[src/rtl/dbuf_pkg.sv]
package dbuf_pkg;

    typedef enum logic {
        UPD_EACH = 1'b0,
        UPD_BULK = 1'b1
    } upd_mode_e;

    typedef struct packed {
        upd_mode_e mode;
        logic      pend;
    } mode_state_t;

endpackage

[src/rtl/dbuf_edge.sv]
module dbuf_edge #(
    parameter int W = 2
) (
    input  logic         clk,
    input  logic         rst_n,
    input  logic [W-1:0] lvl,
    output logic [W-1:0] fall
);

    logic [W-1:0] prev_d, prev_q;

    always_comb begin
        prev_d = lvl;
    end

    always_ff @(posedge clk) begin
        if (!rst_n) prev_q <= '1;
        else        prev_q <= prev_d;
    end

    assign fall = prev_q & ~lvl;

endmodule

[src/rtl/dbuf_mode.sv]
module dbuf_mode
    import dbuf_pkg::*;
(
    input  logic      clk,
    input  logic      rst_n,
    input  logic      frame_n,
    input  logic      load_n,
    input  logic      frame_fall,
    input  logic      load_fall,
    input  logic      wr_commit,
    output upd_mode_e mode,
    output logic      load_all
);

    mode_state_t st_d, st_q;
    logic        fire;

    always_comb begin
        st_d = st_q;
        fire = (st_q.pend || load_fall) && frame_n && !wr_commit;
        if (frame_fall)
            st_d.mode = load_n ? UPD_BULK : UPD_EACH;
        if (fire)
            st_d.pend = 1'b0;
        else if (load_fall)
            st_d.pend = 1'b1;
    end

    always_ff @(posedge clk) begin
        if (!rst_n) st_q <= '{mode: UPD_EACH, pend: 1'b0};
        else        st_q <= st_d;
    end

    assign mode     = st_q.mode;
    assign load_all = fire;

    AST_NO_COPY_IN_FRAME: assert property (@(posedge clk) disable iff (!rst_n)
        !frame_n |-> !load_all);
    AST_HELD_EDGE: assert property (@(posedge clk) disable iff (!rst_n)
        (load_fall && !frame_n) |=> (st_q.pend || load_all));
    AST_MODE_FROZEN: assert property (@(posedge clk) disable iff (!rst_n)
        (!frame_n && !frame_fall) |=> $stable(mode));

endmodule

[src/rtl/dbuf_chan.sv]
module dbuf_chan
    import dbuf_pkg::*;
#(
    parameter int DW       = 16,
    parameter int AW       = 3,
    parameter int IDX      = 0,
    parameter int ALL_CODE = 7
) (
    input  logic          clk,
    input  logic          rst_n,
    input  logic          wr_commit,
    input  logic [AW-1:0] wr_addr,
    input  logic [DW-1:0] wr_data,
    input  upd_mode_e     mode,
    input  logic          load_all,
    output logic [DW-1:0] in_o,
    output logic [DW-1:0] out_o,
    output logic          upd_o
);

    localparam logic [DW-1:0] MIDSCALE = DW'(1) << (DW - 1);
    localparam logic [AW-1:0] MY_CODE  = AW'(IDX);
    localparam logic [AW-1:0] BC_CODE  = AW'(ALL_CODE);

    typedef struct packed {
        logic [DW-1:0] inr;
        logic [DW-1:0] outr;
        logic          upd;
    } ch_state_t;

    ch_state_t st_d, st_q;
    logic      sel;

    always_comb begin
        sel        = wr_commit && (wr_addr == MY_CODE || wr_addr == BC_CODE);
        st_d       = st_q;
        st_d.upd   = 1'b0;
        if (sel)
            st_d.inr = wr_data;
        if (sel && mode == UPD_EACH) begin
            st_d.outr = wr_data;
            st_d.upd  = 1'b1;
        end else if (load_all) begin
            st_d.outr = st_q.inr;
            st_d.upd  = 1'b1;
        end
    end

    always_ff @(posedge clk) begin
        if (!rst_n) st_q <= '{inr: MIDSCALE, outr: MIDSCALE, upd: 1'b0};
        else        st_q <= st_d;
    end

    assign in_o  = st_q.inr;
    assign out_o = st_q.outr;
    assign upd_o = st_q.upd;

    AST_IN_WRITE: assert property (@(posedge clk) disable iff (!rst_n)
        (wr_commit && (wr_addr == MY_CODE || wr_addr == BC_CODE)) |=> in_o == $past(wr_data));
    AST_EACH_LOAD: assert property (@(posedge clk) disable iff (!rst_n)
        (wr_commit && mode == UPD_EACH && (wr_addr == MY_CODE || wr_addr == BC_CODE))
        |=> out_o == $past(wr_data));
    AST_BULK_HOLD: assert property (@(posedge clk) disable iff (!rst_n)
        (wr_commit && mode == UPD_BULK) |=> $stable(out_o));
    AST_BULK_COPY: assert property (@(posedge clk) disable iff (!rst_n)
        load_all |=> out_o == $past(in_o));
    AST_UPD_ON_LOAD: assert property (@(posedge clk) disable iff (!rst_n)
        !$stable(out_o) |-> upd_o);
    AST_FOREIGN_HOLD: assert property (@(posedge clk) disable iff (!rst_n)
        (wr_commit && wr_addr != MY_CODE && wr_addr != BC_CODE) |=> $stable(in_o));

endmodule

[src/rtl/dbuf_update_ctrl.sv]
module dbuf_update_ctrl
    import dbuf_pkg::*;
#(
    parameter int NUM_CH   = 2,
    parameter int DW       = 16,
    parameter int AW       = 3,
    parameter int ALL_CODE = 7
) (
    input  logic                 clk,
    input  logic                 rst_n,
    input  logic                 frame_n,
    input  logic                 load_n,
    input  logic                 wr_commit,
    input  logic [AW-1:0]        wr_addr,
    input  logic [DW-1:0]        wr_data,
    output logic [NUM_CH*DW-1:0] in_regs,
    output logic [NUM_CH*DW-1:0] out_regs,
    output logic [NUM_CH-1:0]    upd
);

    localparam int NPIN = 2;

    logic [NPIN-1:0] pin_fall;
    upd_mode_e       mode;
    logic            load_all;

    dbuf_edge #(.W(NPIN)) u_edge (
        .clk  (clk),
        .rst_n(rst_n),
        .lvl  ({load_n, frame_n}),
        .fall (pin_fall)
    );

    dbuf_mode u_mode (
        .clk       (clk),
        .rst_n     (rst_n),
        .frame_n   (frame_n),
        .load_n    (load_n),
        .frame_fall(pin_fall[0]),
        .load_fall (pin_fall[1]),
        .wr_commit (wr_commit),
        .mode      (mode),
        .load_all  (load_all)
    );

    for (genvar c = 0; c < NUM_CH; c++) begin : g_ch
        dbuf_chan #(
            .DW      (DW),
            .AW      (AW),
            .IDX     (c),
            .ALL_CODE(ALL_CODE)
        ) u_chan (
            .clk      (clk),
            .rst_n    (rst_n),
            .wr_commit(wr_commit),
            .wr_addr  (wr_addr),
            .wr_data  (wr_data),
            .mode     (mode),
            .load_all (load_all),
            .in_o     (in_regs[c*DW +: DW]),
            .out_o    (out_regs[c*DW +: DW]),
            .upd_o    (upd[c])
        );
    end

    AST_NO_UPDATE_IN_RESET: assert property (@(posedge clk)
        !rst_n |=> upd == '0);

endmodule

[config.mk]
export PLATFORM = sky130hd
export DESIGN_NAME = dbuf_update_ctrl
export DESIGN_NICKNAME = d
export VERILOG_FILES = /design/src/rtl/dbuf_pkg.sv /design/src/rtl/dbuf_edge.sv /design/src/rtl/dbuf_mode.sv /design/src/rtl/dbuf_chan.sv /design/src/rtl/dbuf_update_ctrl.sv
export SDC_FILE = /design/constraint.sdc
export NUM_CORES = 1
export LEC_CHECK = 0
export ABC_AREA = 1
export BUFFER_PORTS_ARGS = -buffer_cell sky130_fd_sc_hd__buf_4
export CELL_PAD_IN_SITES_DETAIL_PLACEMENT = 1
export CELL_PAD_IN_SITES_GLOBAL_PLACEMENT = 1
export CORE_MARGIN = 3
export CORE_UTILIZATION = 36
export DETAILED_ROUTE_END_ITERATION = 8
export GPL_TIMING_DRIVEN = 0
export PLACE_DENSITY = 0.82
export SYNTH_ARGS = -nofsm -noshare
export SYNTH_HDL_FRONTEND = slang
export SYNTH_HIERARCHICAL = 1
export SYNTH_SLANG_ARGS = --single-unit
[constraint.sdc]
create_clock -name clk -period 1.64 [get_ports clk]
set_input_delay 0.328 -clock clk [delete_from_list [all_inputs] [get_ports clk]]
set_output_delay 0.328 -clock clk [all_outputs]
set_load 0.02 [all_outputs]
* After elaboration in Yosys (flattened, before gate mapping)
Cells that the tools add are included.
** Operators by class
- Eq/ne operators :: 2
- Multiplexer cells :: 5
- Bitwise gates (word level) :: 4
- Reduce and logical (&&, ||, !) cells :: 14
** Operators with widths (count)
- $mux W17 :: 4
- $logic_and A1 B1 Y1 :: 6
- $reduce_bool A2 Y1 :: 2
- $eq A3 B1 Y1 const B :: 1
- $eq A3 B3 Y1 const B :: 1
- $logic_not A3 Y1 :: 1
- $logic_or A1 B1 Y1 :: 3
- $and A2 B2 Y2 :: 1
- $not A1 Y1 :: 2
- $not A2 Y2 :: 1
- $reduce_or A2 Y1 :: 1
- $logic_not A1 Y1 :: 1
- $mux W1 :: 1
** Word-level totals
- Bits in registers :: 70
- Input bits :: 24
- Output and inout port bits :: 66
- Logic and storage cells :: 34

* Depth between registers and ports, before layout
Gate-level depths: netlist of run 1.
- Depth in word-level cells :: 7
- Depth in mapped cells :: 11
- Depth with buffers taken out :: 10

* By module
The synthesis of run 1 kept the hierarchy.
** By module, submodules not included
- dbuf_chan at g_ch[0].u_chan :: times used 1, cells each 217, area each 1522.7 µm², sequential area each 660.6 µm²
- dbuf_chan at g_ch[1].u_chan :: times used 1, cells each 216, area each 1505.2 µm², sequential area each 660.6 µm²
- dbuf_mode :: times used 1, cells each 13, area each 93.8 µm², sequential area each 40.0 µm²
- dbuf_edge :: times used 1, cells each 10, area each 70.1 µm², sequential area each 40.0 µm²

* Worst setup path after synthesis of run 1
No wires, ideal clock.
- Kind :: input to register
- Start point :: in load_n
- End point :: reg g_ch[1].u_chan.st_q (netlist bit g_ch[1].u_chan/out_o[14])
- Library setup time :: 0.071 ns
- Arrival time :: 1.304 ns
- Data required time :: 1.569 ns
- Setup slack :: 0.265 ns
- Stages :: 9
- Buffers on the path :: 2
- Cell sequence :: nor2_1 -> nor2_2 -> nor2_1 -> buf_2 -> clkbuf_1 -> nand2_1 -> nand2_1 -> nand2_1 -> a21oi_1
** On the way
- Cells in the longest elaborated chain, start to end :: 6
** Ends and longest elaborated chain
- from (decl) :: RTL line dbuf_update_ctrl.sv:12 : input logic load_n,
- $not A2 Y2 :: RTL line dbuf_edge.sv:21 : assign fall = prev_q & ~lvl;
- $and A2 B2 Y2 :: RTL line dbuf_edge.sv:21
- $logic_or A1 B1 Y1 :: RTL line dbuf_mode.sv:20 : fire = (st_q.pend || load_fall) && frame_n && !wr_commit;
- $logic_and A1 B1 Y1 (2 in a row) :: RTL line dbuf_mode.sv:20
- net load_all :: RTL line dbuf_update_ctrl.sv:25 : logic load_all;
- $reduce_bool A2 Y1 (no source line)
- to (signal assigned) :: RTL line dbuf_chan.sv:50 : if (!rst_n) st_q <= '{inr: MIDSCALE, outr: MIDSCALE, upd: 1'b0};
- to (signal assigned) :: RTL line dbuf_chan.sv:51 : else st_q <= st_d;
- to (decl) :: RTL line dbuf_chan.sv:31 : ch_state_t st_d, st_q;
The timed path passes the listed nets, and every way through them passes these cells.
A chain may end at the register's enable or synchronous reset.

* Final worst setup path of run 1
- Start point :: reg u_edge.prev_q[1]
- End point :: reg g_ch[1].u_chan.st_q (netlist bit g_ch[1].u_chan/out_o[8])
** On the way
- Cells in the longest elaborated chain, start to end :: 5
** Ends and longest elaborated chain
- from (decl) :: RTL line dbuf_edge.sv:10 : logic [W-1:0] prev_d, prev_q;
- from (signal assigned) :: RTL line dbuf_edge.sv:18 : else prev_q <= prev_d;
- $and A2 B2 Y2 :: RTL line dbuf_edge.sv:21
- net pin_fall[1] :: RTL line dbuf_update_ctrl.sv:23 : logic [NPIN-1:0] pin_fall;
- $logic_or A1 B1 Y1 :: RTL line dbuf_mode.sv:20
- $logic_and A1 B1 Y1 (2 in a row) :: RTL line dbuf_mode.sv:20
- net load_all :: RTL line dbuf_update_ctrl.sv:25
- $reduce_bool A2 Y1 (no source line)
The timed path passes the listed nets, and every way through them passes these cells.

==> results of run 1 <==
## layer usage
metal	track usage, %	routed length [microns]	share of wire, %	vias up
met1	26.2	4600	45	1579
met5	0	0	0	-
met4	4.77	82	0.81	0
met2	34.8	4940	48	87
met3	5.63	558	5.5	8
li1	-	-	-	1678
## layout by cell type, fill, tap and decap left out, types with 4 or more instances in the layout
| cell | synthesis | final |
|---|---|---|
| nand2_1 | 108 | 108 |
| buf_4 | 0 | 89 |
| dfxtp_1 | 70 | 70 |
| inv_1 | 53 | 53 |
| a21oi_1 | 47 | 47 |
| nor2_1 | 42 | 42 |
| nand4_1 | 32 | 32 |
| nand3_1 | 29 | 29 |
| o21ai_0 | 22 | 22 |
| buf_2 | 14 | 11 |
| clkbuf_8 | 0 | 10 |
| clkbuf_1 | 8 | 9 |
| nand2_2 | 6 | 6 |
| clkinv_2 | 2 | 5 |
| clkbuf_4 | 0 | 5 |
| buf_6 | 4 | 4 |
| o21ai_1 | 4 | 4 |
## registers in the layout, summed over array words and instances, names as in the netlist
| signal | cells |
|---|---|
| u_mode/st_q | 1 |
| g_ch.u_chan/upd_o | 2 |
| g_ch.u_chan/out_o | 32 |
| u_mode/mode | 1 |
| u_edge/prev_q | 2 |
| g_ch.u_chan/in_o | 32 |
## kinds of logic after synthesis
family                 count (synthesis)
AO/OA/AOI/OAI                         75
AND/OR/NAND/NOR                      226
buffers and inverters                 85
flip-flops                            70
## synth_stat cells
cell type / number / area share [%]
nand2_4: 3 / 1.1
buf_6: 4 / 1.4
nand2_1: 108 / 13
inv_2: 1 / 0.12
nor2_2: 3 / 0.59
clkinv_1: 1 / 0.12
a21oi_2: 1 / 0.27
buf_2: 14 / 2.2
nand4_2: 1 / 0.39
nand2_2: 6 / 1.2
o21ai_0: 22 / 3.4
clkbuf_1: 8 / 0.94
a21oi_1: 47 / 7.4
nand3_2: 2 / 0.63
buf_1: 2 / 0.24
o21ai_1: 4 / 0.63
nand3_1: 29 / 4.5
clkinv_2: 2 / 0.31
nor2_1: 42 / 4.9
dfxtp_1: 70 / 44
inv_1: 53 / 6.2
a21oi_4: 1 / 0.51
nand4_1: 32 / 6.3
## per-stage QoR
step	utilization, %	worst slack [ns]	std cells
global route	49.6	-0.00282	666
floorplan	-	0.265	456
finish	49.6	0.106	666
CTS	49.4	0.0522	666
global placement	47.4	-0.156	650
detailed placement	47.4	-0.235	650
## worst max path at each step
stage / start / to / slack (ns) / depth (start not counted)
2_1_floorplan: load_n / g_ch[1].u_chan/out_o[14] / 0.27 / 9
3_3_place_gp: load_n / g_ch[1].u_chan/out_o[8] / -0.16 / 10
3_5_place_dp: load_n / g_ch[1].u_chan/out_o[8] / -0.24 / 10
4_1_cts: u_edge/prev_q[1] / g_ch[1].u_chan/out_o[8] / 0.05 / 10
5_1_grt: u_edge/prev_q[1] / g_ch[1].u_chan/out_o[9] / -0.003 / 9
6_report: u_edge/prev_q[1] / g_ch[1].u_chan/out_o[8] / 0.11 / 10
## final cells by class
cell class / instances / area share, %
inverter: 57 / 5.19
clock inverter: 4 / 0.540
multi-input combinational: 301 / 34.1
sequential: 70 / 33.6
timing repair buffer: 89 / 16.0
buffer: 28 / 4.02
clock buffer: 12 / 3.48
tap: 105 / 3.15
## worst min-delay path: stages
cell and delay (ns):
buf_4 0.09, inv_1 0.03, nand2_1 0.04
## power breakdown
part           internal [W]  total (W)  switching [W]
clock network      0.000584    0.00124       0.000653
registers           0.00180    0.00187      0.0000706
logic              0.000272   0.000720       0.000449
## timing repair
item / in CTS / in global routing
gates cloned: 0 / 0
gates resized for setup: 2 / 6
setup endpoints to repair: 9 / 10
endpoints found under the hold margin: 0 / 0
hold buffers: 0 / 0
buffers inserted: 0 / 0
==> flow_summary_export.csv, run 1 <==
group,metric,value,unit
outcome,outcome,"finished, final reports clean",
grt,grt_max_degree,19,
grt,grt_usage,20.6,%
power,leakagePower,2.08,nW
sta,min_period,1.53,ns
floorplanning,initial_utilization,37.9,%
critical_path,crit_arrival,1.81,ns
grt,antenna_found_initial,0,
drt,num_vias,3352,
floorplanning,die_h,100,microns
critical_path,cp.buffers_inverters,3,
cells_and_area,diodes,0,
floorplanning,rows,33,
critical_path,crit_type,"reg -> reg",
critical_path,cp_common_cell,"nand2_1",
synthesis,syn_area,0.00319,sq mm
sta,setup_tns,0,ns
synthesis,synth_fa_ha_area_share,0,%
placed_design,placed_area,0.00399,sq mm
sta,setup_viol,0,
clock_tree,cts_tree,"built",
clock_tree,cts_root_buf,"clkbuf_8",
drt,first_iter_violations,87,
cells_and_area,finalInstanceArea,0.00417,sq mm
floorplanning,die_w,100,microns
clock_tree,clock_sinks,70,
synthesis,synth_compound_area_share,12.2,%
synthesis,synthCells,456,
drt,antenna_left,0,
synthesis,ys_seq_area_share,43.9,%
critical_path,worst_r2r_path_depth,10,
hold_path,worstHoldPathType,"in -> reg",
floorplanning,ios,90,
synthesis,yosysWarnings,6,
grt,first_global_vias,3379,
power,totalPowerFinal,0.00383,W
critical_path,required,1.91,ns
hold_path,min_from,"load_n",
sta,hold_violations,0,
drt,wl,10.2,mm
drt,wl_per_cell,15.3,microns
sta,finalClockSkew,0.00773,ns
clock_tree,h-tree-depth,3,
cells_and_area,n_fill_cell,1135,
sta,max_freq,652,MHz
critical_path,crit_fanout,10,
cells_and_area,multi_input_area,0.00142,sq mm
drt,viasPerCell,5.03,
floorplanning,design.die.area,0.0100,sq mm
grt,grt_first_pass_wirelength,16.6,mm
clock_tree,clk_path_buf_depth,2,
critical_path,critical-path-slowest-cell,"dfxtp_1",
cells_and_area,seq_area,0.00140,sq mm
synthesis,avgSynthCellArea,7.00,sq um
sta,relSlewSlack,68.5,%
grt,overflow,0,
critical_path,cpLargestDelayFamily,"simple AND/OR/NAND/NOR gates",
clock_tree,path_clk_slew,0.08,ns
critical_path,r2r-start,"u_edge/prev_q[1]",
drt,dr.pass1.iters,5,
cells_and_area,fin_nets,580,
power,vdd_drop_max,0.000634,V
power,p_per_area,917,mW/mm^2
critical_path,ff2ff_setup_slack,0.11,ns
sta,slew_viol_final,0,
clock_tree,clk_latency,0.34,ns
critical_path,r2r-end,"g_ch[1].u_chan/out_o[8]",
synthesis,ys_seq_elements,70,
synthesis,synth.distinct_cells,23,
critical_path,startpoint_type,"flop",
floorplanning,core_area,0.00842,sq mm
hold_path,holdPathEnd,"u_edge/prev_q[1]",
hold_path,holdPathStages,3,
synthesis,synth-simple-area-share,32.3,%
critical_path,crit_chain,"inv_1, nor2_1, nor2_2, nor2_1, clkbuf_4, clkbuf_4, nand2_1, nand2_1, nand2_1, a21oi_1",
synthesis,muxShareOfSynthArea,0,%
job,max-cap-violations,0,
clock_tree,cts_buffers,9,
synthesis,synth_top_family_by_area,"simple AND/OR/NAND/NOR gates",
synthesis,synthesis.nets,480,
placed_design,place_hpwl,7.71,mm
drt,drcViolationCount,0,
sta,tightest_slew,0.473,ns
placed_design,place.gp.congestion,0.857,
critical_path,critical_path.max_stage_delay,0.31,ns
sta,period_share,93.5,%
cells_and_area,drive_gt1_share,25.5,%
placed_design,port_buffers,89,
synthesis,synth-xor-area-share,0,%
critical_path,cp-end-kind,"flop",
sta,timing.hold.ws,0.185,ns
cells_and_area,area_growth,30.8,%
(Power assumes the default switching activity.)
==> run 2: changes to the inputs <==
--- a/config.mk
+++ b/config.mk
@@ -6,14 +6,15 @@
 export NUM_CORES = 1
 export LEC_CHECK = 0
 export ABC_AREA = 1
-export BUFFER_PORTS_ARGS = -buffer_cell sky130_fd_sc_hd__buf_4
 export CELL_PAD_IN_SITES_DETAIL_PLACEMENT = 1
 export CELL_PAD_IN_SITES_GLOBAL_PLACEMENT = 1
 export CORE_MARGIN = 3
-export CORE_UTILIZATION = 36
+export CORE_UTILIZATION = 38
 export DETAILED_ROUTE_END_ITERATION = 8
+export DONT_BUFFER_PORTS = 1
 export GPL_TIMING_DRIVEN = 0
-export PLACE_DENSITY = 0.82
+export PLACE_DENSITY_LB_ADDON = 0.1
+export SETUP_SLACK_MARGIN = 0.2
 export SYNTH_ARGS = -nofsm -noshare
 export SYNTH_HDL_FRONTEND = slang
 export SYNTH_HIERARCHICAL = 1
==> flow_summary_export.csv, run 2 (synthesized netlist as in run 1, its figures left out) <==
group,metric,value,unit
outcome,outcome,"finished, final reports clean",
grt,grt_max_degree,19,
critical_path,cp-end-kind,"flop",
floorplanning,rows,32,
critical_path,cp_common_cell,"nor2_2",
power,vdd_drop_max,0.000485,V
drt,wl,9.46,mm
critical_path,crit_fanout,10,
cells_and_area,layout_commonest_cell,"nand2_1",
placed_design,port_buffers,0,
hold_path,holdPathEnd,"u_edge/prev_q[0]",
floorplanning,die_h,97.7,microns
critical_path,worst_r2r_path_depth,9,
cells_and_area,fin_nets,496,
sta,rsz0062_at_grt,"true",
critical_path,critical-path-slowest-cell,"dfxtp_1",
sta,slew_viol_final,0,
floorplanning,ios,90,
sta,relSlewSlack,65.9,%
floorplanning,core_area,0.00793,sq mm
job,max-cap-violations,0,
placed_design,place.gp.congestion,0.819,
clock_tree,path_clk_slew,0.08,ns
sta,timing.hold.ws,0.0571,ns
power,pwr-share-clk,39.4,%
drt,wl_per_cell,16.4,microns
cells_and_area,final_cell_mix,"103 x nand2_1, 70 x dfxtp_1, 51 x inv_1",
critical_path,crit_type,"reg -> reg",
critical_path,r2r-start,"u_edge/prev_q[1]",
placed_design,dpl.cell_count,558,
drt,viasPerCell,5.11,
power,p_per_area,1080,mW/mm^2
cells_and_area,drive_gt1_share,16.0,%
grt,grt_usage,20.0,%
power,power.internal,0.00287,W
drt,antenna_left,0,
hold_path,holdPathStages,1,
critical_path,ff2ff_setup_slack,0.26,ns
critical_path,critical_path.max_stage_delay,0.31,ns
clock_tree,ctsHoldBuffers,0,
sta,hold_violations,0,
hold_path,worstHoldPathType,"in -> reg",
critical_path,required,1.84,ns
grt,first_global_vias,2945,
clock_tree,clk_path_buf_depth,2,
power,leakagePower,1.69,nW
power,pwr-share-seq,50.0,%
clock_tree,cts_root_buf,"clkbuf_8",
grt,grt_first_pass_wirelength,15.4,mm
sta,finalClockSkew,0.0100,ns
clock_tree,h-tree-depth,3,
sta,min_period,1.38,ns
clock_tree,cts_buffers,9,
sta,tightest_slew,0.512,ns
critical_path,crit_arrival,1.59,ns
power,p_sw,0.00110,W
clock_tree,clock_sinks,70,
sta,setup_viol,0,
sta,max_freq,723,MHz
cells_and_area,diodes,0,
floorplanning,die_w,97.7,microns
grt,antenna_found_initial,0,
floorplanning,initial_utilization,40.3,%
drt,first_iter_violations,48,
hold_path,min_from,"rst_n",
grt,overflow,0,
clock_tree,clk_latency,0.34,ns
sta,period_share,84.4,%
critical_path,startpoint_type,"flop",
drt,drcViolationCount,0,
cells_and_area,area_growth,15.2,%
drt,num_vias,2953,
critical_path,r2r-end,"g_ch[1].u_chan/out_o[15]",
drt,dr.pass1.iters,4,
power,p_comb_share,10.7,%
cells_and_area,fin_cells,578,
critical_path,crit_chain,"inv_1, nor2_2, nor2_2, nor2_2, buf_6, clkinvlp_4, buf_6, nand3_1, nand4_1",
clock_tree,cts_tree,"built",
floorplanning,design.die.area,0.00954,sq mm
placed_design,place_hpwl,7.10,mm
power,switching_share,27.7,%
-- run 2: cell types whose count changed in the layout (fill, tap and decap cells not counted), moves of 3 or more --
cell / previous run / this run
buf_4: 89 / 3
buf_6: 4 / 11
nand2_1: 108 / 103
nand2_2: 6 / 11
a21oi_1: 47 / 43
a21oi_2: 1 / 5
clkbuf_4: 5 / 1
clkbuf_1: 9 / 6
-- run 2: how the worst max path moves through the flow --
stage	startpoint	end	depth (start not counted)	slack, ns
final	u_edge/prev_q[1]	g_ch[1].u_chan/out_o[15]	9	0.26
after global routing	u_edge/prev_q[1]	g_ch[1].u_chan/out_o[15]	9	0.14
after CTS	u_edge/prev_q[1]	g_ch[1].u_chan/out_o[15]	9	0.22
after global placement	load_n	g_ch[1].u_chan/out_o[11]	9	-0.05
after floorplan	load_n	g_ch[1].u_chan/out_o[14]	9	0.27
after detailed placement	load_n	g_ch[1].u_chan/out_o[6]	9	-0.06
-- run 2: area by class of cell --
type                    instances  area [sq um]
well taps                     102           128
clock buffers                  11           151
repair buffers                  5          45.0
plain buffers                  28           200
flip-flops and latches         70          1400
clock inverters                 4          70.1
fillers                      1027          4250
multi-input cells             301          1460
inverters                      57           223
-- run 2: worst max-delay path, delay by kind of cell (launching register included) --
family                 cells  cell delay [ns]
buffers and inverters      4             0.49
flip-flops                 1             0.31
AND/OR/NAND/NOR            5             0.44
-- run 2: through the flow --
step	cell area, sq um	setup WS (ns)	util [%]	power (W)	TNS, ns
6_report	3680	0.256	46.4	0.00398	0
5_1_grt	3680	0.140	46.4	0.00416	0
4_1_cts	3590	0.222	45.3	0.00400	0
3_5_place_dp	3320	-0.0647	41.9	0.00242	-0.408
3_3_place_gp	3320	-0.0459	41.9	0.00240	-0.267
2_1_floorplan	3190	0.265	-	0.00230	0
-- run 2: timing repair --
action,4_1_cts,5_1_grt
cloned,0,0
pin swaps,0,7
setup buffers,3,2
endpoints found under the setup margin,27,32
gates resized for setup,10,26
-- run 2: per-layer routing --
metal  vias up  routed length (microns)  track usage (%)
met1      1381                     4270             25.7
met5         -                        0                0
met2        62                     4470             32.2
met3        12                      559             5.74
li1       1498                        -                -
met4         0                      161             6.50
-- run 2: power groups by stage --
stage	clock network [W]	logic, W	registers, W
floorplan	0	0.000303	0.00200
finish	0.00157	0.000424	0.00199
global route	0.00168	0.000483	0.00200
detailed placement	0	0.000388	0.00203
global placement	0	0.000377	0.00203
CTS	0.00160	0.000406	0.00199
==> run 3: changes to the inputs <==
--- a/config.mk
+++ b/config.mk
@@ -5,7 +5,7 @@
 export SDC_FILE = /design/constraint.sdc
 export NUM_CORES = 1
 export LEC_CHECK = 0
-export ABC_AREA = 1
+export ABC_AREA = 0
 export CELL_PAD_IN_SITES_DETAIL_PLACEMENT = 1
 export CELL_PAD_IN_SITES_GLOBAL_PLACEMENT = 1
 export CORE_MARGIN = 3
==> constraint.sdc (replaced) <==
create_clock -name clk -period 1.2 [get_ports clk]
set_input_delay 0.24 -clock clk [delete_from_list [all_inputs] [get_ports clk]]
set_output_delay 0.24 -clock clk [all_outputs]
set_load 0.02 [all_outputs]
==> flow_summary_export.csv, run 3 <==
group,metric,value,unit
drt,viasPerCell,5.35,
drt,num_vias,2425,
cells_and_area,n_fill_cell,879,
cells_and_area,final_cell_mix,"53 x nand2_1, 50 x mux2i_1, 38 x dfxtp_2",
grt,antenna_found_initial,0,
sta,setup_tns,-9.93,ns
clock_tree,h-tree-depth,3,
drt,wl_per_cell,20.3,microns
synthesis,synthCells,322,
placed_design,place_ws,-0.770,ns
sta,min_period,1.54,ns
clock_tree,clk_latency,0.33,ns
synthesis,ys_seq_elements,70,
clock_tree,clk_path_buf_depth,2,
synthesis,synth_top_area_share,45.1,%
placed_design,placed_area,0.00335,sq mm
sta,final.setup.worst_slack,-0.339,ns
power,pwr-share-clk,34.4,%
cells_and_area,finalInstanceArea,0.00412,sq mm
synthesis,synth_area_leader_cell,"dfxtp_1",
cells_and_area,drive_gt1_share,51.9,%
grt,grt_max_degree,12,
power,p_sw,0.00135,W
floorplanning,ios,90,
clock_tree,cts_buffers,9,
placed_design,place.gp.congestion,0.700,
sta,hold_violations,0,
cells_and_area,area_growth,32.5,%
critical_path,required,1.42,ns
placed_design,place_hpwl,6.28,mm
synthesis,synthesis.nets,346,
cells_and_area,fin_nets,370,
critical_path,startpoint_type,"flop",
outcome,outcome,"finished, violations left",
critical_path,cp-end-kind,"flop",
grt,first_global_vias,2704,
sta,tightest_slew,0.619,ns
sta,max_freq,650,MHz
synthesis,synthFlopType,"dfxtp_1",
clock_tree,cts_tree,"built",
sta,timing.hold.ws,0.00927,ns
synthesis,syn_area,0.00311,sq mm
grt,grt_first_pass_wirelength,14.2,mm
critical_path,critical_path.max_stage_delay,0.32,ns
sta,rsz0062_at_grt,"true",
sta,finalClockSkew,0.00691,ns
power,pwr-share-seq,53.4,%
sta,slew_viol_final,0,
sta,period_share,128,%
power,vdd_drop_max,0.000637,V
power,power.internal,0.00351,W
drt,first_iter_violations,50,
cells_and_area,layout_commonest_cell,"nand2_1",
cells_and_area,diodes,0,
critical_path,cp_common_cell,"nor2_4",
synthesis,yosysWarnings,6,
clock_tree,path_clk_slew,0.07,ns
hold_path,worstHoldPathType,"in -> reg",
sta,setup_viol,34,
power,p_comb_share,12.2,%
drt,dr.pass1.iters,4,
synthesis,synth_enable_flop_cells,0,
critical_path,crit_type,"reg -> reg",
synthesis,synthTopCellsByArea,"dfxtp_1 45%, mux2i_1 16%, mux2_2 11%",
floorplanning,rows,32,
synthesis,yosysMostFrequentCell,"nand2_1",
power,totalPowerFinal,0.00486,W
sta,relSlewSlack,58.7,%
placed_design,port_buffers,0,
synthesis,async_reset_ff_share,0,%
power,p_per_area,1180,mW/mm^2
power,leakagePower,1.51,nW
power,switching_share,27.8,%
grt,overflow,0,
floorplanning,die_h,96.5,microns
critical_path,critical-path-slowest-cell,"dfxtp_2",
synthesis,synth.distinct_cells,28,
clock_tree,clock_sinks,70,
floorplanning,initial_utilization,39.6,%
drt,antenna_left,0,
floorplanning,die_w,96.5,microns
critical_path,crit_chain,"nor2b_4, nor2_4, nor2_4, buf_6, buf_8, clkbuf_16, mux2_4, nand2_2, mux2i_1",
critical_path,crit_fanout,5,
synthesis,ys_seq_area_share,45.1,%
drt,wl,9.19,mm
grt,grt_usage,20.3,%
synthesis,avgSynthCellArea,9.66,sq um
drt,drcViolationCount,0,
synthesis,synth_common_cells,"77 x nand2_1, 70 x dfxtp_1, 50 x mux2i_1",
job,max-cap-violations,0,
clock_tree,cts_root_buf,"clkbuf_8",
floorplanning,core_area,0.00785,sq mm
outcome,violations,"setup timing",
floorplanning,design.die.area,0.00930,sq mm
critical_path,crit_arrival,1.76,ns
-- run 3: changes by cell type after synthesis, moves of 11 or more --
cell      change
nand4_1      -31
nor2_1       -40
mux2_2       +31
inv_1        -53
a21boi_0     +14
nand2_1      -31
mux2i_1      +50
buf_2        -11
a21oi_1      -47
nand3_1      -12
-- run 3: area by class of cell --
cell class	instances	area (sq um)	share of cell area, %
multi-input cells	229	1880	45.6
flip-flops and latches	70	1560	37.8
plain buffers	23	214	5.19
repair buffers	13	173	4.19
clock buffers	12	145	3.52
well taps	102	128	3.10
clock inverters	4	22.5	0.547
-- run 3: metrics by stage --
stage                     util, %  instances
after global placement       42.7        424
after detailed placement     42.7        424
after floorplan                 -        322
after global routing         52.5        453
after CTS                    49.7        449
final                        52.5        453
-- run 3: worst paths after layout --
| path | cells past startpoint | to | start | slack, ns |
|---|---|---|---|---|
| max | 9 | g_ch[1].u_chan/out_o[14] | u_edge/prev_q[1] | -0.34 |
| min | 1 | u_edge/prev_q[0] | frame_n | 0.009 |
| max reg2reg | 9 | g_ch[1].u_chan/out_o[14] | u_edge/prev_q[1] | -0.34 |
| min reg2reg | 2 | g_ch[1].u_chan/in_o[5] | g_ch[1].u_chan/in_o[5] | 0.52 |
-- run 3: critical path: cells and delay by family, from the launching register on --
family                 cells  cell delay [ns]
DFF                        1             0.32
and+or+nand+nor            4             0.38
muxes                      2             0.36
buffers and inverters      3             0.37
-- run 3: cells by family after synthesis --
group	count (synthesis)	share of synthesized area, %
simple gates	113	16.0
mux	81	27.3
flops	70	45.1
compound gates	34	7.20
buf+inv	23	4.10
xor+xnor	1	0.282
-- run 3: layer usage --
metal | share of wire, % | global-route usage (%)
met1 | 41 | 23.9
met4 | 1.5 | 6.07
met3 | 8.0 | 6.66
met2 | 50 | 35.2
met5 | 0 | 0
-- run 3: repair_timing --
item / 4_1_cts / 5_1_grt
hold buffers: 1 / 0
buffers inserted: 7 / 3
setup endpoints to repair: 110 / 74
gates cloned: 1 / 1
hold endpoints to repair: 2 / 0
pin swaps: 3 / 9
resized for setup: 126 / 65
-- run 3: power groups by stage --
stage          logic (W)  registers, W  clock network, W
2_1_floorplan   0.000372       0.00264                 0
3_3_place_gp    0.000449       0.00267                 0
3_5_place_dp    0.000462       0.00267                 0
4_1_cts         0.000550       0.00263           0.00171
5_1_grt         0.000648       0.00261           0.00182
6_report        0.000594       0.00260           0.00167
